<file path="config.mk">
export PLATFORM = sky130hd
export DESIGN_NAME = aux_outcome_unit
export DESIGN_NICKNAME = d
export VERILOG_FILES = /design/src/rtl/aux_oc_pkg.sv /design/src/rtl/aux_oc_timer.sv /design/src/rtl/aux_oc_chan_sort.sv /design/src/rtl/aux_oc_head.sv /design/src/rtl/aux_outcome_unit.sv
export SDC_FILE = /design/constraint.sdc
export NUM_CORES = 1
export LEC_CHECK = 0
export BUFFER_PORTS_ARGS = -buffer_cell sky130_fd_sc_hd__buf_2
export CAP_MARGIN = 20
export CORE_MARGIN = 2
export CORE_UTILIZATION = 53
export CTS_BUF_LIST = sky130_fd_sc_hd__clkbuf_8
export CTS_CLUSTER_SIZE = 14
export DETAILED_ROUTE_END_ITERATION = 7
export GPL_TIMING_DRIVEN = 0
export PLACE_DENSITY = 0.82
export REMOVE_ABC_BUFFERS = 1
export SLEW_MARGIN = 0
export SYNTH_ARGS = -nofsm -noshare
export SYNTH_HDL_FRONTEND = slang
export SYNTH_SLANG_ARGS = --single-unit
export TNS_END_PERCENT = 50
</file>
<file path="constraint.sdc">
create_clock -name clk -period 2.2 [get_ports clk]
set_clock_uncertainty 0.1 [all_clocks]
set_input_delay 0.22 -clock clk [delete_from_list [all_inputs] [get_ports clk]]
set_output_delay 0.22 -clock clk [all_outputs]
set_load 0.05 [all_outputs]
</file>
<file path="src/rtl/aux_oc_pkg.sv">
package aux_oc_pkg;
  typedef enum logic [1:0] {
    CH_OK  = 2'd0,
    CH_TMO = 2'd1,
    CH_BAD = 2'd2,
    CH_HPD = 2'd3
  } chan_e;

  typedef enum logic [2:0] {
    RC_ACK       = 3'd0,
    RC_NACK      = 3'd1,
    RC_DEFER     = 3'd2,
    RC_I2C_NACK  = 3'd3,
    RC_I2C_DEFER = 3'd4,
    RC_INV       = 3'd5
  } code_e;

  localparam int FLAG_W = 7;
  localparam logic [FLAG_W-1:0] TMO_MASK   = 7'b0000011;
  localparam logic [FLAG_W-1:0] FRAME_MASK = 7'b0111100;

  function automatic code_e map_code(input logic [3:0] nib);
    case (nib)
      4'd0:    return RC_ACK;
      4'd1:    return RC_NACK;
      4'd2:    return RC_DEFER;
      4'd4:    return RC_I2C_NACK;
      4'd8:    return RC_I2C_DEFER;
      default: return RC_INV;
    endcase
  endfunction

  function automatic logic any_tmo(input logic [FLAG_W-1:0] f);
    return |(f & TMO_MASK);
  endfunction

  function automatic logic any_frame(input logic [FLAG_W-1:0] f);
    return |(f & FRAME_MASK);
  endfunction
endpackage

</file>
<file path="src/rtl/aux_oc_timer.sv">
module aux_oc_timer #(
  parameter int TMO_CYC = 64
) (
  input  logic clk,
  input  logic rst_n,
  input  logic clear,
  input  logic run,
  output logic expired
);
  localparam int TW = $clog2(TMO_CYC) + 1;
  logic [TW-1:0] cnt_q;

  always_ff @(posedge clk or negedge rst_n) begin
    if (!rst_n)      cnt_q <= '0;
    else if (clear)  cnt_q <= '0;
    else if (run)    cnt_q <= cnt_q + 1'b1;
  end

  assign expired = run && (cnt_q == TW'(TMO_CYC - 1));
endmodule

</file>
<file path="src/rtl/aux_oc_chan_sort.sv">
module aux_oc_chan_sort
  import aux_oc_pkg::*;
#(
  parameter int CNT_W = 5
) (
  input  logic              waiting,
  input  logic              done,
  input  logic              expired,
  input  logic              hpd_lost,
  input  logic [FLAG_W-1:0] flags,
  input  logic [CNT_W-1:0]  cnt,
  output logic              fire,
  output chan_e             verdict
);
  assign fire = waiting && (done || expired);

  always_comb begin
    if (hpd_lost)            verdict = CH_HPD;
    else if (!done)          verdict = CH_TMO;
    else if (any_tmo(flags)) verdict = CH_TMO;
    else if (any_frame(flags)) verdict = CH_BAD;
    else if (cnt == '0)      verdict = CH_BAD;
    else                     verdict = CH_OK;
  end
endmodule

</file>
<file path="src/rtl/aux_oc_head.sv">
module aux_oc_head
  import aux_oc_pkg::*;
#(
  parameter int CNT_W = 5
) (
  input  logic [3:0]       head_nib,
  input  logic [CNT_W-1:0] nbytes,
  input  logic [CNT_W-1:0] dest_size,
  output code_e            code,
  output logic             reject,
  output logic             need_copy
);
  assign code      = map_code(head_nib);
  assign reject    = (code == RC_ACK) && (nbytes > dest_size);
  assign need_copy = (code == RC_ACK) && !reject && (nbytes != '0);
endmodule

</file>
<file path="src/rtl/aux_outcome_unit.sv">
module aux_outcome_unit
  import aux_oc_pkg::*;
#(
  parameter int CNT_W   = 5,
  parameter int TMO_CYC = 64
) (
  input  logic             clk,
  input  logic             rst_n,
  input  logic             start,
  input  logic             done,
  input  logic             hpd_lost,
  input  logic [6:0]       rx_flags,
  input  logic [CNT_W-1:0] reply_cnt,
  input  logic [CNT_W-1:0] dest_size,
  output logic [CNT_W-1:0] rbuf_addr,
  input  logic [7:0]       rbuf_data,
  output logic             obuf_we,
  output logic [CNT_W-1:0] obuf_addr,
  output logic [7:0]       obuf_data,
  output logic             res_valid,
  output logic [1:0]       chan_res,
  output logic [2:0]       reply_code,
  output logic [CNT_W-1:0] data_bytes
);
  typedef enum logic [1:0] {S_IDLE, S_WAIT, S_HEAD, S_COPY} st_e;

  st_e              st_q;
  logic [CNT_W-1:0] nb_q, idx_q;
  chan_e            chan_q;
  code_e            code_q;
  logic [CNT_W-1:0] nbytes_q;
  logic             valid_q;

  // named internal events for the checker
  logic  at_rest, take_start, eval_fire, expired;
  chan_e verdict;
  code_e head_code;
  logic  head_reject, head_copy, copy_last;

  assign at_rest    = (st_q == S_IDLE);
  assign take_start = at_rest && start;
  assign copy_last  = (st_q == S_COPY) && (idx_q == nb_q);

  aux_oc_timer #(.TMO_CYC(TMO_CYC)) u_timer (
    .clk(clk), .rst_n(rst_n), .clear(take_start),
    .run(st_q == S_WAIT), .expired(expired)
  );

  aux_oc_chan_sort #(.CNT_W(CNT_W)) u_sort (
    .waiting(st_q == S_WAIT), .done(done), .expired(expired),
    .hpd_lost(hpd_lost), .flags(rx_flags), .cnt(reply_cnt),
    .fire(eval_fire), .verdict(verdict)
  );

  aux_oc_head #(.CNT_W(CNT_W)) u_head (
    .head_nib(rbuf_data[7:4]), .nbytes(nb_q), .dest_size(dest_size),
    .code(head_code), .reject(head_reject), .need_copy(head_copy)
  );

  always_ff @(posedge clk or negedge rst_n) begin
    if (!rst_n) begin
      st_q     <= S_IDLE;
      nb_q     <= '0;
      idx_q    <= '0;
      chan_q   <= CH_OK;
      code_q   <= RC_INV;
      nbytes_q <= '0;
      valid_q  <= 1'b0;
    end else begin
      valid_q <= 1'b0;
      case (st_q)
        S_IDLE: if (start) begin
          st_q     <= S_WAIT;
          chan_q   <= CH_OK;
          code_q   <= RC_INV;
          nbytes_q <= '0;
        end
        S_WAIT: if (eval_fire) begin
          chan_q <= verdict;
          if (verdict != CH_OK) begin
            valid_q <= 1'b1;
            st_q    <= S_IDLE;
          end else begin
            nb_q <= CNT_W'(reply_cnt - 1'b1);
            st_q <= S_HEAD;
          end
        end
        S_HEAD: begin
          if (head_reject) begin
            code_q   <= RC_INV;
            nbytes_q <= '0;
          end else begin
            code_q   <= head_code;
            nbytes_q <= nb_q;
          end
          if (head_copy) begin
            idx_q <= CNT_W'(1);
            st_q  <= S_COPY;
          end else begin
            valid_q <= 1'b1;
            st_q    <= S_IDLE;
          end
        end
        S_COPY: begin
          if (copy_last) begin
            valid_q <= 1'b1;
            st_q    <= S_IDLE;
          end else begin
            idx_q <= idx_q + 1'b1;
          end
        end
        default: st_q <= S_IDLE;
      endcase
    end
  end

  assign rbuf_addr  = (st_q == S_COPY) ? idx_q : '0;
  assign obuf_we    = (st_q == S_COPY);
  assign obuf_addr  = CNT_W'(idx_q - 1'b1);
  assign obuf_data  = rbuf_data;
  assign res_valid  = valid_q;
  assign chan_res   = chan_q;
  assign reply_code = code_q;
  assign data_bytes = nbytes_q;
endmodule

</file>
# After elaboration in Yosys (flattened, before gate mapping)
# Index checks and enable logic that the tools add are counted.
[word_totals] word_cells=86 input_bits=30 out_inout_bits=30 reg_bits=30
[op_classes] n_reduce_logical=26 eq_ne=14 add_sub_neg=4 magnitude_cmp=1 n_bitwise=1 muxes=32
[ops] operator="$mux 5" count=5
[ops] operator="$mux 2" count=12
[ops] operator="$pmux 5 s2" count=2
[ops] operator="$pmux 3 s5" count=1
[ops] operator="$mux 7" count=2
[ops] operator="$reduce_and 3->1" count=4
[ops] operator="$reduce_bool 2->1" count=5
[ops] operator="$sub 5x1->5 const B" count=2
[ops] operator="$ne 2x2->1 const B" count=4
[ops] operator="$pmux 2 s4" count=1
[ops] operator="$add 7x1->7 const B" count=1
[ops] operator="$eq 7x6->1 const B" count=1
[ops] operator="$logic_and 1x1->1" count=7
[ops] operator="$mux 3" count=2
[ops] operator="$pmux 3 s2" count=1
[ops] operator="$add 5x1->5 const B" count=1
[ops] operator="$eq 5x5->1" count=1
[ops] operator="$gt 5x5->1" count=1
[ops] operator="$logic_not 5->1" count=1
[ops] operator="$reduce_bool 5->1" count=1
[ops] operator="$eq 2x2->1 const B" count=2
[ops] operator="$eq 4x1->1 const B" count=1
[ops] operator="$eq 4x2->1 const B" count=1
[ops] operator="$eq 4x3->1 const B" count=1
[ops] operator="other kinds (15)" count=18

# Logic depth before layout (Yosys ltp)
[logic_depth] ltp_word=10 ltp_mapped=9 ltp_nobuf=8

# By module
# A second synthesis with hierarchy kept.
[unflattened] hier_cells=217 hier_area_um2=2003.2
[by_module_without_submodules] mod="aux_outcome_unit" seq_area_each_um2=578.1 area_each_um2=1417.6 cells_per_inst=145 instances=1
[by_module_without_submodules] mod="aux_oc_timer" seq_area_each_um2=175.2 area_each_um2=335.3 cells_per_inst=32 instances=1
[by_module_without_submodules] mod="aux_oc_head" seq_area_each_um2=0.0 area_each_um2=193.9 cells_per_inst=30 instances=1
[by_module_without_submodules] mod="aux_oc_chan_sort" seq_area_each_um2=0.0 area_each_um2=56.3 cells_per_inst=10 instances=1

# Least setup slack after synthesis
# OpenSTA, ideal clock, no wires.
[synth_timing] path_type="flip-flop to output port" startpoint="register idx_q[0]" endpoint="output obuf_addr[4]" stages_incl_launch_ff=5 t_required_ns=1.880 path_buffers=0 arrival_ns=1.935 setup_slack_ns=-0.055 cell_sequence="dfrtp_1 -> inv_1 -> ha_1 -> nand2_1 -> xnor2_1"
[synth_between] elab_chain_cells=1
[synth_lines] item="from (decl)" line_no="aux_outcome_unit.sv:28" rtl="logic [CNT_W-1:0] nb_q, idx_q;"
[synth_lines] item="from (signal assigned)" line_no="aux_outcome_unit.sv:109" rtl="idx_q <= idx_q + 1'b1;"
[synth_lines] item="$sub 5x1->5" line_no="aux_outcome_unit.sv:119" rtl="assign obuf_addr = CNT_W'(idx_q - 1'b1);"
[synth_lines] item="to (decl)" line_no="aux_outcome_unit.sv:18" rtl="output logic [CNT_W-1:0] obuf_addr,"
# No other way between the ends.

# Worst setup path in the final report
[layout_timing] startpoint="register nb_q[1]" endpoint="register st_q[1]"
[layout_between] elab_chain_cells=7 elab_cells_between_ends=12 classes_between="order compare (1); eq/ne (2); mux (2); reduce/logical (7)"
[layout_lines] item="from (decl)" line_no="aux_outcome_unit.sv:28"
[layout_lines] item="from (signal assigned)" line_no="aux_outcome_unit.sv:84" rtl="nb_q <= CNT_W'(reply_cnt - 1'b1);"
[layout_lines] item="$gt 5x5->1" line_no="aux_oc_head.sv:14" rtl="assign reject = (code == RC_ACK) && (nbytes > dest_size);"
[layout_lines] item="$logic_and 1x1->1" line_no="aux_oc_head.sv:14"
[layout_lines] item="$logic_not 1->1" line_no="aux_oc_head.sv:15" rtl="assign need_copy = (code == RC_ACK) && !reject && (nbytes != '0);"
[layout_lines] item="$logic_and 1x1->1 (2 in a row)" line_no="aux_oc_head.sv:15"
[layout_lines] item="$mux 2" line_no="aux_outcome_unit.sv:96" rtl="if (head_copy) begin"
[layout_lines] item="$pmux 2 s4" line_no="aux_outcome_unit.sv:71" rtl="case (st_q)"
[layout_lines] item="to (signal assigned)" line_no="aux_outcome_unit.sv:73" rtl="st_q <= S_WAIT;"
[layout_lines] item="to (signal assigned)" line_no="aux_outcome_unit.sv:98" rtl="st_q <= S_COPY;"
[layout_lines] item="to (signal assigned)" line_no="aux_outcome_unit.sv:101" rtl="st_q <= S_IDLE;"
[layout_lines] item="to (decl)" line_no="aux_outcome_unit.sv:27" rtl="st_e st_q;"
# Several ways; a longest one is shown, not always the timed one.
# A chain may end at the register's enable or synchronous reset.

==> impl_metrics.json <==
{
  "cts_sinks": 30,
  "hpwl_um": 3009,
  "cts_root_buf": "clkbuf_8",
  "portBuffers": 50,
  "power_mw": 1.724,
  "cts_buffers": 5,
  "track_usage_pct": 21.42,
  "critical_path_buf_inv_count": 1,
  "antenna_found_initial": 0,
  "ant_nets": 0,
  "wire_per_inst_um": 12.96,
  "p_per_area_mw_per_mm2": 765.0,
  "clkPwrFrac_pct": 25.6,
  "grt_pass1_vias": 1530,
  "cp.arrival_ns": 2.12,
  "grt_pass1_wl_um": 6893,
  "diodes": 0,
  "power.switching_mw": 0.6681,
  "vdd_drop_max_mv": 0.4264,
  "std_cell_rows": 21,
  "grt_max_degree": 31,
  "fmax_mhz": 496.5,
  "slowest_delay_ns": 0.46,
  "cts_tree": "yes",
  "netlist_area_mm2": 0.001941,
  "ys_ff_latch": 30,
  "routed_via_density": 5.341,
  "syn_inst": 213,
  "crit_chain": "ha_1, nor2b_1, o21ai_0, a32oi_2, buf_4, or3b_1, nand3_1",
  "synth_ff_type": "dfrtp_1",
  "vias": 1613,
  "p_int_mw": 1.056,
  "ys_top_cells_by_area": "dfrtp_1 36%, ha_1 6.4%, nand2_1 4.1%, xor2_1 4.1%, nor2_1 3.9%",
  "dp_slack_ns": -0.1340,
  "initial_core_util_pct": 56.81,
  "async_flop_share_pct": 100.0,
  "clk_pin_slew_worst_paths_ns": 0.06,
  "seq_power_share_pct": 41.2,
  "firstDrtPassIters": 5,
  "status": "finished clean",
  "cp_data_required_time_ns": 2.31,
  "finalHoldViolCount": 0,
  "setup_viol": 0,
  "fin_crit_sh_pct": 91.56,
  "cp-start-kind": "register",
  "drive_above_1_share_pct": 27.34,
  "yosysTopAreaCell": "dfrtp_1",
  "cp_top_family": "simple AND/OR/NAND/NOR gates",
  "synth_edf_count": 0,
  "setup_slack_ns": 0.1857,
  "post-route-util_pct": 65.97,
  "grt.overflow.total": 0,
  "rsz0062_at_grt": "false",
  "wl_um": 3915,
  "cp_slowest_cell": "dfrtp_1",
  "final_net_count": 295,
  "drc": 0,
  "worstPathMaxFanout": 6,
  "dieArea_mm2": 0.004162,
  "htree_levels": 2,
  "area_delta_synth_final_pct": 16.12,
  "drv_cap": 0,
  "die_y_um": 64.51,
  "syn_area_per_cell_um2": 9.111,
  "crit_type": "register to register",
  "yosysSeqAreaShare_pct": 38.81,
  "core-area_mm2": 0.003416,
  "swShare_pct": 38.76,
  "yosysTopAreaCellShare_pct": 36.11,
  "gp_congestion": 0.8499,
  "hold_class": "primary input to register",
  "clock_latency_ns": 0.28,
  "max-clock-path-buffers": 2,
  "finalCriticalPeriod_ns": 2.014,
  "drtIter0Drc": 76,
  "drv_slew": 0,
  "io_pins": 60,
  "end_kind": "register",
  "max-slew-margin-rel_pct": 56.89,
  "leakagePower_nw": 1.161,
  "worstMarginPinSlew_ns": 0.6466,
  "die_w_um": 64.51,
  "synth_cell_type_count": 49,
  "p_comb_share_pct": 33.2,
  "synth_warnings": 0
}
## sequential cells by signal, summed over array words and instances (netlist names)
| name | cells |
|---|---|
| u_timer.cnt_q | 7 |
| data_bytes | 5 |
| idx_q | 5 |
| nb_q | 5 |
| reply_code | 3 |
| chan_res | 2 |
| st_q | 2 |
| res_valid | 1 |
## path summary, 6_finish.rpt
kind,startpoint,cells after the start,to,slack [ns]
worst min-delay path,reply_cnt[0],2,nb_q[0],0.06
worst max-delay path,nb_q[1],7,st_q[1],0.19
worst max register to register,nb_q[1],7,st_q[1],0.19
max in group asynchronous,rst_n,2,st_q[1],1.18
worst min register to register,reply_code[1],2,reply_code[1],0.39
min in group asynchronous,rst_n,2,nb_q[1],0.40
## metal layers
metal	up-vias	track usage, %	routed length [um]
li1	818	-	-
met1	746	29.00	1921
met2	44	32.68	1740
met3	5	6.076	188
met4	0	7.979	64
met5	-	0	0
## area by class of cell
class	instances	area, um^2
fill	306	1162
sequential	30	753.2
timing repair buffer	52	267.8
tap	46	57.56
clock buffer	6	82.58
multi-input combinational	151	1027
inverter	15	56.30
clock inverter	2	8.758
## power by group through the flow
stage	Combinational, mW	Clock (mW)	Sequential, mW
5_1_grt	0.633	0.489	0.722
4_1_cts	0.574	0.452	0.709
6_report	0.572	0.441	0.711
3_3_place_gp	0.554	0	0.715
3_5_place_dp	0.570	0	0.718
2_1_floorplan	0.379	0	0.734
## metrics by stage
stage	TNS, ns	hold WS, ns	instances	instance area [um^2]
floorplan	-0.05513	-0.1756	196	1818
global placement	-0.1862	0.1772	292	2126
detailed placement	-0.7445	0.1807	292	2126
CTS	0	0.05671	301	2235
global route	0	0.06488	302	2253
finish	0	0.06152	302	2253
## timing repair
item | in CTS | in global routing
hold buffers | 1 | 0
pin swaps | 0 | 1
hold endpoints to repair | 28 | 0
setup endpoints to repair | 7 | 7
buffers inserted | 0 | 1
gates resized for setup | 1 | 2
## worst reg2reg max path, delay by kind of cell (launching register included)
family                   cells  cell delay (ns)
flip-flops                   1             0.46
buffers and inverters        1             0.17
AND/OR/NAND/NOR              3             0.60
AO/OA/AOI/OAI                2             0.28
adder cells (fa/ha/maj)      1             0.33
## cell usage after synthesis, types with 3 or more instances
library cell / number
xnor2_1: 6
o21ai_0: 11
nand4_1: 3
nand2_1: 21
clkbuf_1: 3
inv_1: 15
dfrtp_1: 28
mux2i_1: 3
nor2_1: 20
ha_1: 10
a21oi_1: 7
buf_6: 3
a22o_1: 5
buf_4: 9
nor4_1: 3
nor2b_1: 4
nor3_1: 4
nand3_1: 7
xor2_1: 9
and3_1: 4
## cells in the final DEF (no fill, tap or decap), types with 2 or more instances in the layout
| master | n |
|---|---|
| a211oi_1 | 2 |
| a21oi_1 | 6 |
| a22o_1 | 5 |
| a31oi_1 | 2 |
| and3_1 | 4 |
| buf_2 | 50 |
| clkbuf_8 | 6 |
| dfrtp_1 | 28 |
| dfstp_2 | 2 |
| ha_1 | 10 |
| inv_1 | 16 |
| mux2i_1 | 3 |
| nand2_1 | 21 |
| nand2b_1 | 2 |
| nand3_1 | 7 |
| nand3b_1 | 2 |
| nand4_1 | 3 |
| nor2_1 | 20 |
| nor2b_1 | 4 |
| nor3_1 | 4 |
| nor4_1 | 3 |
| o211ai_1 | 2 |
| o21ai_0 | 11 |
| o41ai_1 | 2 |
| or3_1 | 2 |
| xnor2_1 | 6 |
| xor2_1 | 9 |
## logic make-up after synthesis
logic type | Yosys count | synth area share [%]
and+or+nand+nor | 78 | 20.25
AOI/OAI and AO/OA | 42 | 15.09
buffers and inverters | 32 | 9.219
DFF | 30 | 38.81
xor gates and xnor gates | 15 | 6.770
adders and majority gates | 11 | 6.963
muxes | 5 | 2.901
Note: power is estimated with default switching activity, not from simulation.
